**config.mk**
```make
export PLATFORM = sky130hd
export DESIGN_NAME = stopwatch_run_ctrl
export DESIGN_NICKNAME = d
export VERILOG_FILES = /design/src/rtl/stopwatch_run_ctrl.sv
export SDC_FILE = /design/constraint.sdc
export NUM_CORES = 1
export LEC_CHECK = 0
export ABC_AREA = 1
export BUFFER_PORTS_ARGS = -buffer_cell sky130_fd_sc_hd__buf_4
export CAP_MARGIN = 20
export CORE_AREA = 5 5 42 44
export CTS_CLUSTER_SIZE = 10
export DETAILED_ROUTE_END_ITERATION = 10
export DIE_AREA = 0 0 47 49
export PLACE_DENSITY = 0.3
export SLEW_MARGIN = 20
export SYNTH_ARGS = -nofsm -noshare
export SYNTH_HDL_FRONTEND = slang
export SYNTH_SLANG_ARGS = --single-unit
```
**constraint.sdc**
```tcl
create_clock -name clk -period 0.8 [get_ports clk]
set_input_delay 0.12 -clock clk [delete_from_list [all_inputs] [get_ports clk]]
set_output_delay 0.12 -clock clk [all_outputs]
set_load 0.005 [all_outputs]
```
**src/rtl/stopwatch_run_ctrl.sv**
```systemverilog
module stopwatch_run_ctrl (
  input  logic clk,
  input  logic rst_n,
  input  logic tick,
  input  logic btn_go,
  input  logic btn_clr,
  output logic run_o,
  output logic clr_o
);

  logic go_q;
  logic go_pend;
  logic clr_pend;
  logic go_rise;

  assign go_rise = btn_go & ~go_q;

  always_ff @(posedge clk or negedge rst_n) begin
    if (!rst_n) begin
      go_q     <= 1'b0;
      go_pend  <= 1'b0;
      clr_pend <= 1'b0;
      run_o    <= 1'b0;
      clr_o    <= 1'b0;
    end else begin
      go_q     <= btn_go;
      go_pend  <= tick ? go_rise : (go_pend | go_rise);
      clr_pend <= tick ? btn_clr : (clr_pend | btn_clr);
      if (tick) begin
        clr_o <= clr_pend;
        run_o <= ~clr_pend & (run_o ^ go_pend);
      end
    end
  end

endmodule

```
==> flow_summary.ini <==
[status]
status = complete, but fails checks
violations = setup timing

[global_route]
grt_overflow = 0
grt_pass1_wl_um = 634
antenna_found_initial = 0
grt_pass1_vias = 157
track_usage_pct = 4.38
grt_max_degree = 7

[cts]
cts-root-buf = clkbuf_4
cts_tree = done
clkTransAtPathRegs_ps = 40
clock_latency_ps = 240
htreeDepth = 1
numCtsBuffers = 3
cts_num_sinks = 5
clock_path_buffers = 2

[worst_setup_path]
critPathCaptureType = primary output
max_stage_delay_ps = 380
cp_top_family = flip-flops
crit_required_ps = 680
crit_path_top_delay_cell = dfrtp_1
worstPathBufferInverterCount = 1
arrival_ps = 740
critical_path_class = register to primary output
start_kind = register
path_cells = buf_6
path_max_fanout = 2
r2r_setup_slack_ps = 10

[logic_synthesis]
synth_compound_area_share_pct = 13.2
yosys_warnings = 0
synth-simple-area-share_pct = 9.03
synthAdderAreaFrac_pct = 0
synth_nets = 22
seq_area_frac_synth_pct = 69.4
yosys-mux-area-fraction_pct = 0
yosys.area_share.xor_xnor_pct = 0
synthDistinctLibCells = 9
syn_area_um2 = 180
synth_top_family_by_area = compound AO/OA/AOI/OAI gates
ys_ff_latch = 5
synthCells = 17
syn_area_per_cell_um2 = 10.6

[cells_and_area]
drive_gt1_share_pct = 36.7
stdcell_count = 46
syn_to_final_growth_pct = 73.6
insertedDiodeCount = 0
layout_common_cells = dfrtp_1, buf_4, inv_1
fin_nets = 36

[drt]
firstDrtPassIters = 2
wl_per_cell_um = 8.00
via_per_inst = 3.24
via_count = 149
drc = 0
initialDrtViolationCount = 2
drtAntennaViolNets = 0
drt-total-wl_um = 368

[timing]
fmax_mhz = 1160
relSlewSlack_pct = 92.0
fin_skew_ps = 0.453
setup_viol = 2
timing.hold.ws_ps = 73.7
tightest_slew_ps = 119
finalSetupTns_ps = -112
post-route-min-period_ps = 860
hold_viol = 0
final-max-slew-violation-count = 0
grt_setup_unrepaired = true
fin_crit_sh_pct = 107
worst_slack_ps = -60.0

[pwr]
p_leak_nw = 0.168
power_density_nw_per_um2 = 2170
peakVddDrop_mv = 0.569
power_mw = 0.680

[floorplanning]
initial_core_util_pct = 12.9
placeableCoreArea_um2 = 1400
fp.dieW_um = 47
fp.dieH_um = 49
dieArea_um2 = 2300
rows = 14
io_pins = 7

[min_path]
hp-class = primary input to register

[placement]
place_congestion = 0.600
dp.cells = 39
numPortBuffers = 6
dp_hpwl_um = 265

[run]
max_cap_viol_count = 0
-- final timing paths --
kind | startpoint | to | cells after the start
setup reg to reg | run_o$_DFFE_PN0P_ | run_o$_DFFE_PN0P_ | 4
setup / recovery | run_o$_DFFE_PN0P_ | run_o | 1
hold reg to reg | go_q$_DFF_PN0_ | go_pend$_DFF_PN0_ | 1
max in group asynchronous | rst_n | clr_o$_DFFE_PN0P_ | 2
min in group asynchronous | rst_n | run_o$_DFFE_PN0P_ | 2
hold / removal | btn_clr | clr_pend$_DFF_PN0_ | 2
-- synth_stat cells --
library cell,n,share of area (%)
inv_1,4,8.3
a21oi_1,1,2.8
nand2_1,2,4.2
nor2_1,1,2.1
o22ai_1,1,3.5
o21ai_0,1,2.8
o21bai_1,1,4.2
dfrtp_1,5,69
nand3_1,1,2.8
-- cell type report --
type / count / area [um2]
Inverter: 4 / 15.0
Sequential cell: 5 / 125
Fill cell: 164 / 1090
Tap cell: 16 / 20.0
Timing Repair Buffer: 9 / 82.6
Multi-Input combinational cell: 8 / 43.8
Clock buffer: 4 / 26.3
-- stage by stage --
stage	utilization, %	setup slack (ps)	area [um2]
floorplan	-	142	180
global placement	17.5	138	245
detailed placement	17.5	132	245
CTS	21.9	-72.4	307
global route	22.3	-89.8	313
finish	22.3	-60.0	313
-- metal layers --
layer	vias up	GRT usage (%)	wire length, um
met5	-	0	0
li1	79	-	-
met2	7	4.30	134
met4	0	5.53	0
met3	0	3.32	50
met1	63	4.90	183
-- sequential cells by signal, indices dropped and copies added, names as in the netlist --
signal    cells
run_o         1
clr_pend      1
go_q          1
clr_o         1
go_pend       1
-- report_power, final --
part | switching [mW] | total, mW | internal, mW
logic | 0.0357 | 0.0991 | 0.0634
clock network | 0.102 | 0.290 | 0.188
registers | 0.0141 | 0.291 | 0.276
total | 0.152 | 0.680 | 0.528
-- cells by family after synthesis --
logic type	after synthesis
AOI/OAI and AO/OA	4
buffers and inverters	4
DFF	5
and+or+nand+nor	4
-- timing repair --
action,CTS,global route
buffers inserted,1,0
setup endpoints to repair,2,4
endpoints found under the hold margin,6,0
hold buffers,2,0
resized for setup,2,2
Power figures use the tool's default switching activity.
